===== config.mk =====
export PLATFORM = sky130hd
export DESIGN_NAME = ebs_top
export DESIGN_NICKNAME = d
export VERILOG_FILES = /design/src/rtl/ebs_pkg.sv /design/src/rtl/ebs_cfg_reg.sv /design/src/rtl/ebs_seq.sv /design/src/rtl/ebs_pins.sv /design/src/rtl/ebs_top.sv
export SDC_FILE = /design/constraint.sdc
export NUM_CORES = 1
export LEC_CHECK = 0
export BUFFER_PORTS_ARGS = -buffer_cell sky130_fd_sc_hd__buf_4
export CAP_MARGIN = 10
export CORE_MARGIN = 4
export CORE_UTILIZATION = 50
export DETAILED_ROUTE_END_ITERATION = 10
export GPL_TIMING_DRIVEN = 0
export PLACE_DENSITY_LB_ADDON = 0.3
export SLEW_MARGIN = 20
export SYNTH_ARGS = -nofsm -noshare
export SYNTH_HDL_FRONTEND = slang
export SYNTH_SLANG_ARGS = --single-unit

===== constraint.sdc =====
create_clock -name clk_i -period 2.72 [get_ports clk_i]
set_input_delay 0.544 -clock clk_i [delete_from_list [all_inputs] [get_ports clk_i]]
set_output_delay 0.544 -clock clk_i [all_outputs]
set_load 0.005 [all_outputs]

===== src/rtl/ebs_pkg.sv =====
package ebs_pkg;

    parameter int WAIT_W = 4;
    parameter int BUS_W  = 16;
    parameter int CFG_W  = WAIT_W + 9;

    typedef enum logic [1:0] {
        BUS_8_DEMUX  = 2'b00,
        BUS_8_MUX    = 2'b01,
        BUS_16_DEMUX = 2'b10,
        BUS_16_MUX   = 2'b11
    } bus_mode_e;

    // mode[0] = shared address/data lines, mode[1] = 16-bit wide
    typedef struct packed {
        logic              bus_on;
        logic              cs_wr_gate;
        logic              cs_rd_gate;
        logic              rdy_en;
        logic              ale_long;
        logic              early_wr;
        logic              no_float_wait;
        logic [WAIT_W-1:0] waits;
        bus_mode_e         mode;
    } win_cfg_t;

    typedef enum logic [1:0] {
        PH_IDLE = 2'd0,
        PH_ALE  = 2'd1,
        PH_STRB = 2'd2,
        PH_TRI  = 2'd3
    } phase_e;

endpackage


===== src/rtl/ebs_cfg_reg.sv =====
module ebs_cfg_reg
    import ebs_pkg::*;
(
    input  logic      clk_i,
    input  logic      rst_ni,
    input  logic [1:0] strap_mode_i,
    input  logic      wr_en_i,
    input  win_cfg_t  wr_data_i,
    output win_cfg_t  cfg_o
);

    win_cfg_t cfg_d, cfg_q;

    function automatic win_cfg_t reset_value(input logic [1:0] strap);
        win_cfg_t v;
        v          = '0;
        v.bus_on   = 1'b1;
        v.ale_long = 1'b1;
        v.mode     = bus_mode_e'(strap);
        return v;
    endfunction

    always_comb begin
        cfg_d = cfg_q;
        if (wr_en_i) begin
            cfg_d = wr_data_i;
        end
    end

    always_ff @(posedge clk_i) begin
        if (!rst_ni) begin
            cfg_q <= reset_value(strap_mode_i);
        end else begin
            cfg_q <= cfg_d;
        end
    end

    assign cfg_o = cfg_q;

endmodule


===== src/rtl/ebs_seq.sv =====
module ebs_seq
    import ebs_pkg::*;
#(
    parameter int AW = 20
) (
    input  logic             clk_i,
    input  logic             rst_ni,
    input  win_cfg_t         cfg_i,
    input  logic             req_i,
    input  logic             we_i,
    input  logic [AW-1:0]    addr_i,
    input  logic [BUS_W-1:0] wdata_i,
    input  logic [1:0]       be_i,
    input  logic             ready_i,
    input  logic [BUS_W-1:0] ad_i,
    output logic             ack_o,
    output logic [BUS_W-1:0] rdata_o,
    output phase_e           phase_o,
    output logic             last_o,
    output logic             we_o,
    output logic [AW-1:0]    addr_o,
    output logic [BUS_W-1:0] wdata_o,
    output logic [1:0]       be_o,
    output bus_mode_e        mode_o,
    output logic             early_o,
    output logic             cs_rd_gate_o,
    output logic             cs_wr_gate_o
);

    localparam int CNT_W = WAIT_W + 1;
    localparam int HALF  = BUS_W / 2;

    typedef struct packed {
        phase_e            phase;
        logic [CNT_W-1:0]  cnt;
        logic              we;
        logic [AW-1:0]     addr;
        logic [BUS_W-1:0]  wdata;
        logic [1:0]        be;
        win_cfg_t          cfg;
        logic              ack;
        logic [BUS_W-1:0]  rdata;
    } seq_t;

    seq_t s_d, s_q;

    always_comb begin
        s_d     = s_q;
        s_d.ack = 1'b0;
        unique case (s_q.phase)
            PH_IDLE: begin
                // no acceptance in the acknowledge cycle: requester is still dropping req
                if (req_i && !s_q.ack && cfg_i.bus_on) begin
                    s_d.phase = PH_ALE;
                    s_d.cnt   = cfg_i.ale_long ? CNT_W'(1) : '0;
                    s_d.we    = we_i;
                    s_d.addr  = addr_i;
                    s_d.wdata = wdata_i;
                    s_d.be    = be_i;
                    s_d.cfg   = cfg_i;
                end
            end
            PH_ALE: begin
                if (s_q.cnt == '0) begin
                    s_d.phase = PH_STRB;
                    s_d.cnt   = CNT_W'(s_q.cfg.waits) + CNT_W'(1);
                end else begin
                    s_d.cnt = s_q.cnt - CNT_W'(1);
                end
            end
            PH_STRB: begin
                if (s_q.cnt == '0) begin
                    if (!s_q.we) begin
                        s_d.rdata = s_q.cfg.mode[1] ? ad_i : {2{ad_i[HALF-1:0]}};
                    end
                    if (s_q.cfg.no_float_wait) begin
                        s_d.phase = PH_IDLE;
                        s_d.ack   = 1'b1;
                    end else begin
                        s_d.phase = PH_TRI;
                    end
                end else if (s_q.cnt == CNT_W'(1) && s_q.cfg.rdy_en && !ready_i) begin
                    s_d.cnt = s_q.cnt;
                end else begin
                    s_d.cnt = s_q.cnt - CNT_W'(1);
                end
            end
            PH_TRI: begin
                s_d.phase = PH_IDLE;
                s_d.ack   = 1'b1;
            end
            default: s_d.phase = PH_IDLE;
        endcase
    end

    always_ff @(posedge clk_i) begin
        if (!rst_ni) begin
            s_q <= '0;
        end else begin
            s_q <= s_d;
        end
    end

    assign ack_o        = s_q.ack;
    assign rdata_o      = s_q.rdata;
    assign phase_o      = s_q.phase;
    assign last_o       = (s_q.cnt == '0);
    assign we_o         = s_q.we;
    assign addr_o       = s_q.addr;
    assign wdata_o      = s_q.wdata;
    assign be_o         = s_q.be;
    assign mode_o       = s_q.cfg.mode;
    assign early_o      = s_q.cfg.early_wr;
    assign cs_rd_gate_o = s_q.cfg.cs_rd_gate;
    assign cs_wr_gate_o = s_q.cfg.cs_wr_gate;

endmodule


===== src/rtl/ebs_pins.sv =====
module ebs_pins
    import ebs_pkg::*;
#(
    parameter int AW = 20
) (
    input  phase_e           phase_i,
    input  logic             last_i,
    input  logic             we_i,
    input  logic [AW-1:0]    addr_i,
    input  logic [BUS_W-1:0] wdata_i,
    input  logic [1:0]       be_i,
    input  bus_mode_e        mode_i,
    input  logic             early_i,
    input  logic             cs_rd_gate_i,
    input  logic             cs_wr_gate_i,
    output logic [AW-1:0]    addr_o,
    output logic [BUS_W-1:0] ad_o,
    output logic             ad_oe_o,
    output logic             ale_o,
    output logic             rd_o,
    output logic             wr_o,
    output logic             wrl_o,
    output logic             wrh_o,
    output logic             cs_o
);

    localparam int HALF = BUS_W / 2;

    logic             in_ale, in_strb, shared, wide, wstrb;
    logic [BUS_W-1:0] lane;

    always_comb begin
        in_ale  = (phase_i == PH_ALE);
        in_strb = (phase_i == PH_STRB);
        shared  = mode_i[0];
        wide    = mode_i[1];

        lane = wide ? wdata_i
                    : {{HALF{1'b0}}, (be_i == 2'b10) ? wdata_i[BUS_W-1:HALF] : wdata_i[HALF-1:0]};

        rd_o  = in_strb && !we_i;
        wstrb = in_strb && we_i && !(early_i && last_i);
        wr_o  = wstrb && !wide;
        wrl_o = wstrb && wide && be_i[0];
        wrh_o = wstrb && wide && be_i[1];
        ale_o = in_ale;

        ad_o    = '0;
        ad_oe_o = 1'b0;
        if (shared && in_ale) begin
            ad_o    = addr_i[BUS_W-1:0];
            ad_oe_o = 1'b1;
        end else if (we_i && (in_strb || (!shared && in_ale))) begin
            ad_o    = lane;
            ad_oe_o = 1'b1;
        end

        cs_o = in_ale || in_strb;
        if (!we_i && cs_rd_gate_i) begin
            cs_o = rd_o;
        end
        if (we_i && cs_wr_gate_i) begin
            cs_o = wstrb;
        end

        addr_o = (phase_i != PH_IDLE) ? addr_i : '0;
    end

endmodule


===== src/rtl/ebs_top.sv =====
module ebs_top
    import ebs_pkg::*;
#(
    parameter int AW = 20
) (
    input  logic                  clk_i,
    input  logic                  rst_ni,
    input  logic [1:0]            strap_mode_i,
    input  logic                  cfg_we_i,
    input  logic [CFG_W-1:0]      cfg_wdata_i,
    output logic [CFG_W-1:0]      cfg_rdata_o,
    input  logic                  req_i,
    input  logic                  we_i,
    input  logic [AW-1:0]         addr_i,
    input  logic [BUS_W-1:0]      wdata_i,
    input  logic [1:0]            be_i,
    output logic                  ack_o,
    output logic [BUS_W-1:0]      rdata_o,
    output logic [AW-1:0]         addr_o,
    output logic [BUS_W-1:0]      ad_o,
    output logic                  ad_oe_o,
    input  logic [BUS_W-1:0]      ad_i,
    output logic                  ale_o,
    output logic                  rd_o,
    output logic                  wr_o,
    output logic                  wrl_o,
    output logic                  wrh_o,
    output logic                  cs_o,
    input  logic                  ready_i
);

    win_cfg_t         cfg_wr, cfg_q;
    phase_e           phase;
    logic             last, x_we, x_early, x_csrd, x_cswr;
    logic [AW-1:0]    x_addr;
    logic [BUS_W-1:0] x_wdata;
    logic [1:0]       x_be;
    bus_mode_e        x_mode;

    assign cfg_wr      = win_cfg_t'(cfg_wdata_i);
    assign cfg_rdata_o = cfg_q;

    ebs_cfg_reg u_cfg (
        .clk_i        (clk_i),
        .rst_ni       (rst_ni),
        .strap_mode_i (strap_mode_i),
        .wr_en_i      (cfg_we_i),
        .wr_data_i    (cfg_wr),
        .cfg_o        (cfg_q)
    );

    ebs_seq #(.AW(AW)) u_seq (
        .clk_i        (clk_i),
        .rst_ni       (rst_ni),
        .cfg_i        (cfg_q),
        .req_i        (req_i),
        .we_i         (we_i),
        .addr_i       (addr_i),
        .wdata_i      (wdata_i),
        .be_i         (be_i),
        .ready_i      (ready_i),
        .ad_i         (ad_i),
        .ack_o        (ack_o),
        .rdata_o      (rdata_o),
        .phase_o      (phase),
        .last_o       (last),
        .we_o         (x_we),
        .addr_o       (x_addr),
        .wdata_o      (x_wdata),
        .be_o         (x_be),
        .mode_o       (x_mode),
        .early_o      (x_early),
        .cs_rd_gate_o (x_csrd),
        .cs_wr_gate_o (x_cswr)
    );

    ebs_pins #(.AW(AW)) u_pins (
        .phase_i      (phase),
        .last_i       (last),
        .we_i         (x_we),
        .addr_i       (x_addr),
        .wdata_i      (x_wdata),
        .be_i         (x_be),
        .mode_i       (x_mode),
        .early_i      (x_early),
        .cs_rd_gate_i (x_csrd),
        .cs_wr_gate_i (x_cswr),
        .addr_o       (addr_o),
        .ad_o         (ad_o),
        .ad_oe_o      (ad_oe_o),
        .ale_o        (ale_o),
        .rd_o         (rd_o),
        .wr_o         (wr_o),
        .wrl_o        (wrl_o),
        .wrh_o        (wrh_o),
        .cs_o         (cs_o)
    );

endmodule


==> Word-level counts from Yosys, hierarchy flattened <==
Cells that the tools add are included.
{ "word_totals": {"regBits": 89, "input_bits": 75, "out_inout_bits": 73, "word_cells": 99} }
{ "classes": {"addsub": 2, "eq_ne": 11, "muxes": 26, "bitwise": 1, "n_reduce_logical": 33} }
{ "op_table": {"columns": ["operator", "n"], "rows": [
  ["$mux 16", 5],
  ["$mux 59", 1],
  ["$mux 20", 1],
  ["$logic_and 1x1->1", 17],
  ["$mux 17", 1],
  ["$mux 5", 3],
  ["$pmux 5 s3", 1],
  ["$mux 2", 5],
  ["$mux 8", 1],
  ["$ne 2x1->1 const B", 4],
  ["$pmux 2 s4", 1],
  ["$eq 2x2->1 const B", 3],
  ["$logic_not 1->1", 6],
  ["$mux 1", 6],
  ["$reduce_and 3->1", 2],
  ["$add 4x1->5 const B", 1],
  ["$eq 5x1->1 const B", 1],
  ["$logic_not 5->1", 1],
  ["$sub 5x1->5 const B", 1],
  ["$ne 2x2->1 const B", 2],
  ["$reduce_and 4->1", 1],
  ["$reduce_bool 3->1", 1],
  ["$eq 2x1->1 const B", 1],
  ["$logic_not 2->1", 1],
  ["other kinds (5)", 6]
]} }

==> Logic depth before layout (Yosys ltp) <==
{ "depth": {"word_depth": 6, "depth_mapped": 8, "mapped_depth_nobuf": 7} }

==> By module <==
From an unflattened synthesis, not the netlist that was laid out.
{ "hier_totals": {"cells_unflattened": 554, "area_unflattened_um2": 4728.3} }
{ "modules_own_cells": {"columns": ["mod", "n_inst", "cells_per_inst", "area_each_um2"], "rows": [
  ["ebs_seq", 1, 432, 3638.5],
  ["ebs_pins", 1, 82, 590.6],
  ["ebs_cfg_reg", 1, 40, 499.2]
]} }

==> Worst setup path before layout <==
OpenSTA, ideal clock, no wires.
{ "synth_timing": {"path_type": "register to output", "start": "reg u_seq.s_q (netlist bit u_seq.phase_o[0])", "end": "out ad_o[10]", "t_arrival_ns": 1.699, "setup_slack_ns": 0.477, "stages_incl_launch_ff": 8, "n_path_buf": 0, "path_cell_list": "dfxtp_1 > inv_1 > ha_1 > clkinv_1 > mux2i_1 > nand2_1 > nor2_1 > a22o_1"} }
{ "synth_between": {"elab_chain_cells": 6, "word_cells_on_any_way": 8, "cone_classes": "eq/ne (2); mux (2); reduce/logical (4)"} }
{ "synth_lines": {"columns": ["item", "line", "source"], "rows": [
  ["start, declared", "ebs_seq.sv:45", "seq_t s_d, s_q;"],
  ["start signal, assigned", "ebs_seq.sv:98", "s_q <= '0;"],
  ["start signal, assigned", "ebs_seq.sv:100", "s_q <= s_d;"],
  ["$eq 2x1->1", "ebs_pins.sv:33", "in_ale = (phase_i == PH_ALE);"],
  ["$logic_and 1x1->1", "ebs_pins.sv:53", "end else if (we_i && (in_strb || (!shared && in_ale))) begin"],
  ["$logic_or 1x1->1", "ebs_pins.sv:53", null],
  ["$logic_and 1x1->1", "ebs_pins.sv:53", null],
  ["$mux 16", "ebs_pins.sv:53", null],
  ["$mux 16 (*)", "ebs_pins.sv:50", "if (shared && in_ale) begin"],
  ["end, declared", "ebs_top.sv:20", "output logic [BUS_W-1:0] ad_o,"]
]} }
Mark *: on every way between the ends. The rest lies on a longest branch, timed or not.

==> Worst setup path in the final report <==
{ "layout_timing": {"start": "reg u_seq.s_q (netlist bit u_seq.phase_o[0])", "end": "out ad_o[14]"} }
The elaborated chain is that of the path after synthesis.

==> results.py <==
metrics = {
    "outcome": {
        "outcome": "finished, final reports clean",
    },
    "grt": {
        "grt_pass1_vias": 3859,
        "grt_remaining_overflow": 0,
        "grt_max_degree": 15,
        "antenna_found_initial": 0,
        "track_usage_pct": 22.56,
        "grt_pass1_wl_um": 18350,
    },
    "yosys": {
        "synth_most_common_cell": "nand2_1",
        "yosysTopAreaCell": "dfxtp_1",
        "synth.area.top_cells": "dfxtp_1 40%, nand2_1 13%, a21boi_0 9.8%",
        "yosys.cell_types.count": 41,
        "ys_ff_latch": 87,
        "synth-seq-area-share_pct": 41.13,
        "synth_nets": 589,
        "synthFlopType": "dfxtp_1",
        "synth_warnings": 0,
        "synth_area_um2": 4283,
        "avgSynthCellArea_um2": 8.481,
        "yosys-top-cells-count": "147 x nand2_1, 85 x dfxtp_1, 56 x a21boi_0",
        "synth.top_cell.area_share_pct": 39.73,
        "synthArstFlopShare_pct": 0,
        "syn_inst": 505,
        "synth_edf_count": 2,
    },
    "min_path": {
        "whs_path_depth": 3,
        "min_to": "u_cfg.cfg_o[8]",
        "worstHoldStart": "cfg_wdata_i[8]",
        "hold_class": "input port to register",
    },
    "die": {
        "core_um2": 8258,
        "die-area_um2": 10110,
        "die_w_um": 100.6,
        "num_io_pins": 148,
        "die_h_um": 100.6,
        "rows": 33,
        "start_util_pct": 51.86,
    },
    "clock_network": {
        "htree_levels": 3,
        "cts_max_path_buffers": 2,
        "clk_latency_ns": 0.35,
        "cts_root_buf": "clkbuf_8",
        "cts_buffers": 9,
        "cts_sinks": 87,
        "clkTransAtPathRegs_ns": 0.08,
        "cts_tree": "done",
        "cts.hold.buffers_added": 0,
    },
    "setup_path": {
        "worst_setup_path_end_kind": "output port",
        "cp.arrival_ns": 2.04,
        "worst-setup-path-type": "register to output port",
        "r2r_cells": 7,
        "r2r_setup_slack_ns": 0.61,
        "required_ns": 2.18,
        "timing.rr.start": "u_seq.phase_o[0]",
        "crit_fanout": 9,
        "startpoint_type": "register",
        "rr_endpoint": "u_seq.s_q[70]",
    },
    "sta": {
        "setup_violations": 0,
        "period_share_pct": 95.07,
        "slew_headroom_pct": 45.67,
        "finalSetupTns_ns": 0,
        "holdWs_ns": 0.4139,
        "maxSlewViolCount": 0,
        "period_minus_slack_ns": 2.586,
        "rsz0062_at_grt": "yes",
        "clock-skew-final_ns": 0.009310,
        "tightest_slew_ns": 0.8105,
        "fmax_ghz": 0.3867,
        "hold_violations": 0,
    },
    "cells_and_area": {
        "multi_input_area_um2": 2236,
        "areaGrowthSynthToFinish_pct": 33.60,
        "nets": 744,
        "final-instance-count-excl-fill": 770,
        "ff_latch_area_um2": 1762,
        "drive_gt1_share_pct": 29.92,
        "n_fill_cell": 688,
        "final_area_um2": 5722,
        "antenna_cells": 0,
    },
    "drt": {
        "wl_um": 11470,
        "wire_per_inst_um": 14.90,
        "num_vias": 3966,
        "drtPass1Iterations": 5,
        "drtIter0Drc": 240,
        "antenna_left": 0,
        "drc": 0,
        "vias_per_cell": 5.151,
    },
    "placement": {
        "place.gp.congestion": 0.8898,
        "placed_area_um2": 5510,
        "port_buffers": 146,
        "dpl.hpwl_um": 9181,
        "placed_cells": 756,
    },
    "power_and_ir_drop": {
        "powerDensity_nw_per_um2": 706.4,
        "leakagePower_nw": 2.501,
        "vdd_ir_drop_max_mv": 0.3712,
    },
    "job": {
        "cap_viol_max_count": 0,
    },
}
==> worst max path at each step <==
stage,endpoint,slack (ns),cells past startpoint,start
finish,ad_o[14],0.13,6,u_seq.phase_o[0]
global route,ad_o[14],-0.03,8,u_seq.phase_o[0]
CTS,ad_o[14],0.04,8,u_seq.phase_o[0]
detailed placement,ad_o[14],-0.04,8,u_seq.phase_o[0]
global placement,ad_o[14],-0.02,8,u_seq.phase_o[0]
floorplan,ad_o[10],0.48,7,u_seq.phase_o[0]
==> critical path, stage by stage (launching register included) <==
cell and delay [ns]:
dfxtp_1 0.45, ha_2 0.34, mux2i_1 0.24, nand2_2 0.15
nor2_4 0.23, a22o_1 0.17, buf_4 0.11
==> layout make-up <==
cell class | count | area share, %
Clock buffer | 11 | 2.471
Tap cell | 105 | 2.296
Inverter | 10 | 0.6998
Clock inverter | 5 | 1.006
Timing Repair Buffer | 146 | 19.16
Multi-Input combinational cell | 360 | 39.08
Buffer | 46 | 4.505
Sequential cell | 87 | 30.79
==> sequential cells by signal, summed over array words and instances (netlist names) <==
signal              count
u_seq.cs_rd_gate_o      1
u_cfg.cfg_o            13
u_seq.we_o              1
u_seq.addr_o           20
u_seq.mode_o            2
u_seq.rdata_o          16
u_seq.wdata_o          16
u_seq.s_q              11
u_seq.early_o           1
u_seq.ack_o             1
u_seq.phase_o           2
u_seq.cs_wr_gate_o      1
u_seq.be_o              2
==> report_power, final <==
part,leakage (nW),switching (mW),internal [mW]
Combinational,1.68,0.825,0.697
Clock,0.103,0.444,0.450
Sequential,0.714,0.154,1.47
Total,2.50,1.42,2.62
==> routing by layer <==
metal	up-vias	track usage [%]	part of all wire [%]
li1	1980	-	-
met1	1800	30.99	44
met2	165	35.32	45
met3	21	4.706	8.7
met4	0	7.668	1.8
met5	-	0	0
==> logic make-up (layout without fill, tap and decap cells) <==
logic type                 count (synthesis)  in the layout  synth area share (%)
DFF                                       87             87                 41.13
AOI/OAI and AO/OA                        110            110                 19.28
xor gates and xnor gates                   5              5                 1.022
buffers and inverters                     58            218                 7.040
and+or+nand+nor                          205            205                 21.59
adders and majority gates                  9              9                 2.629
muxes                                     31             31                 7.304
==> layout by cell type (no fill, tap or decap), types with 3 or more instances in the layout <==
cell type | synthesis | routed
xnor2_1 | 4 | 4
nand2_1 | 147 | 146
a21boi_2 | 4 | 4
buf_6 | 3 | 3
buf_4 | 16 | 162
clkbuf_1 | 25 | 23
nor3_1 | 4 | 4
o21ai_0 | 11 | 11
a31oi_1 | 3 | 3
ha_1 | 9 | 7
nor2_1 | 10 | 9
a22o_1 | 8 | 8
a21boi_0 | 56 | 56
dfxtp_1 | 85 | 85
a21oi_1 | 7 | 7
nand3_1 | 3 | 3
buf_1 | 3 | 3
clkbuf_8 | 0 | 10
o22ai_1 | 3 | 3
o211a_1 | 9 | 9
mux2i_1 | 29 | 29
inv_1 | 9 | 9
nor2b_1 | 31 | 31
==> per-stage QoR <==
step                      util (%)  total power, mW  setup slack, ns
after floorplan                  -            2.591           0.4768
after global placement       66.73            3.122         -0.02353
after detailed placement     66.73            3.161         -0.03580
after CTS                    69.23            4.044          0.03895
after global routing         69.29            4.305         -0.03267
final                        69.29            4.042           0.1342
==> timing repair <==
item	in CTS	in global routing
endpoints found under the setup margin	18	17
pin swaps	0	1
gates cloned	0	0
resized for setup	6	3
buffers inserted	0	0
Note: power is estimated with default switching activity, not from simulation.
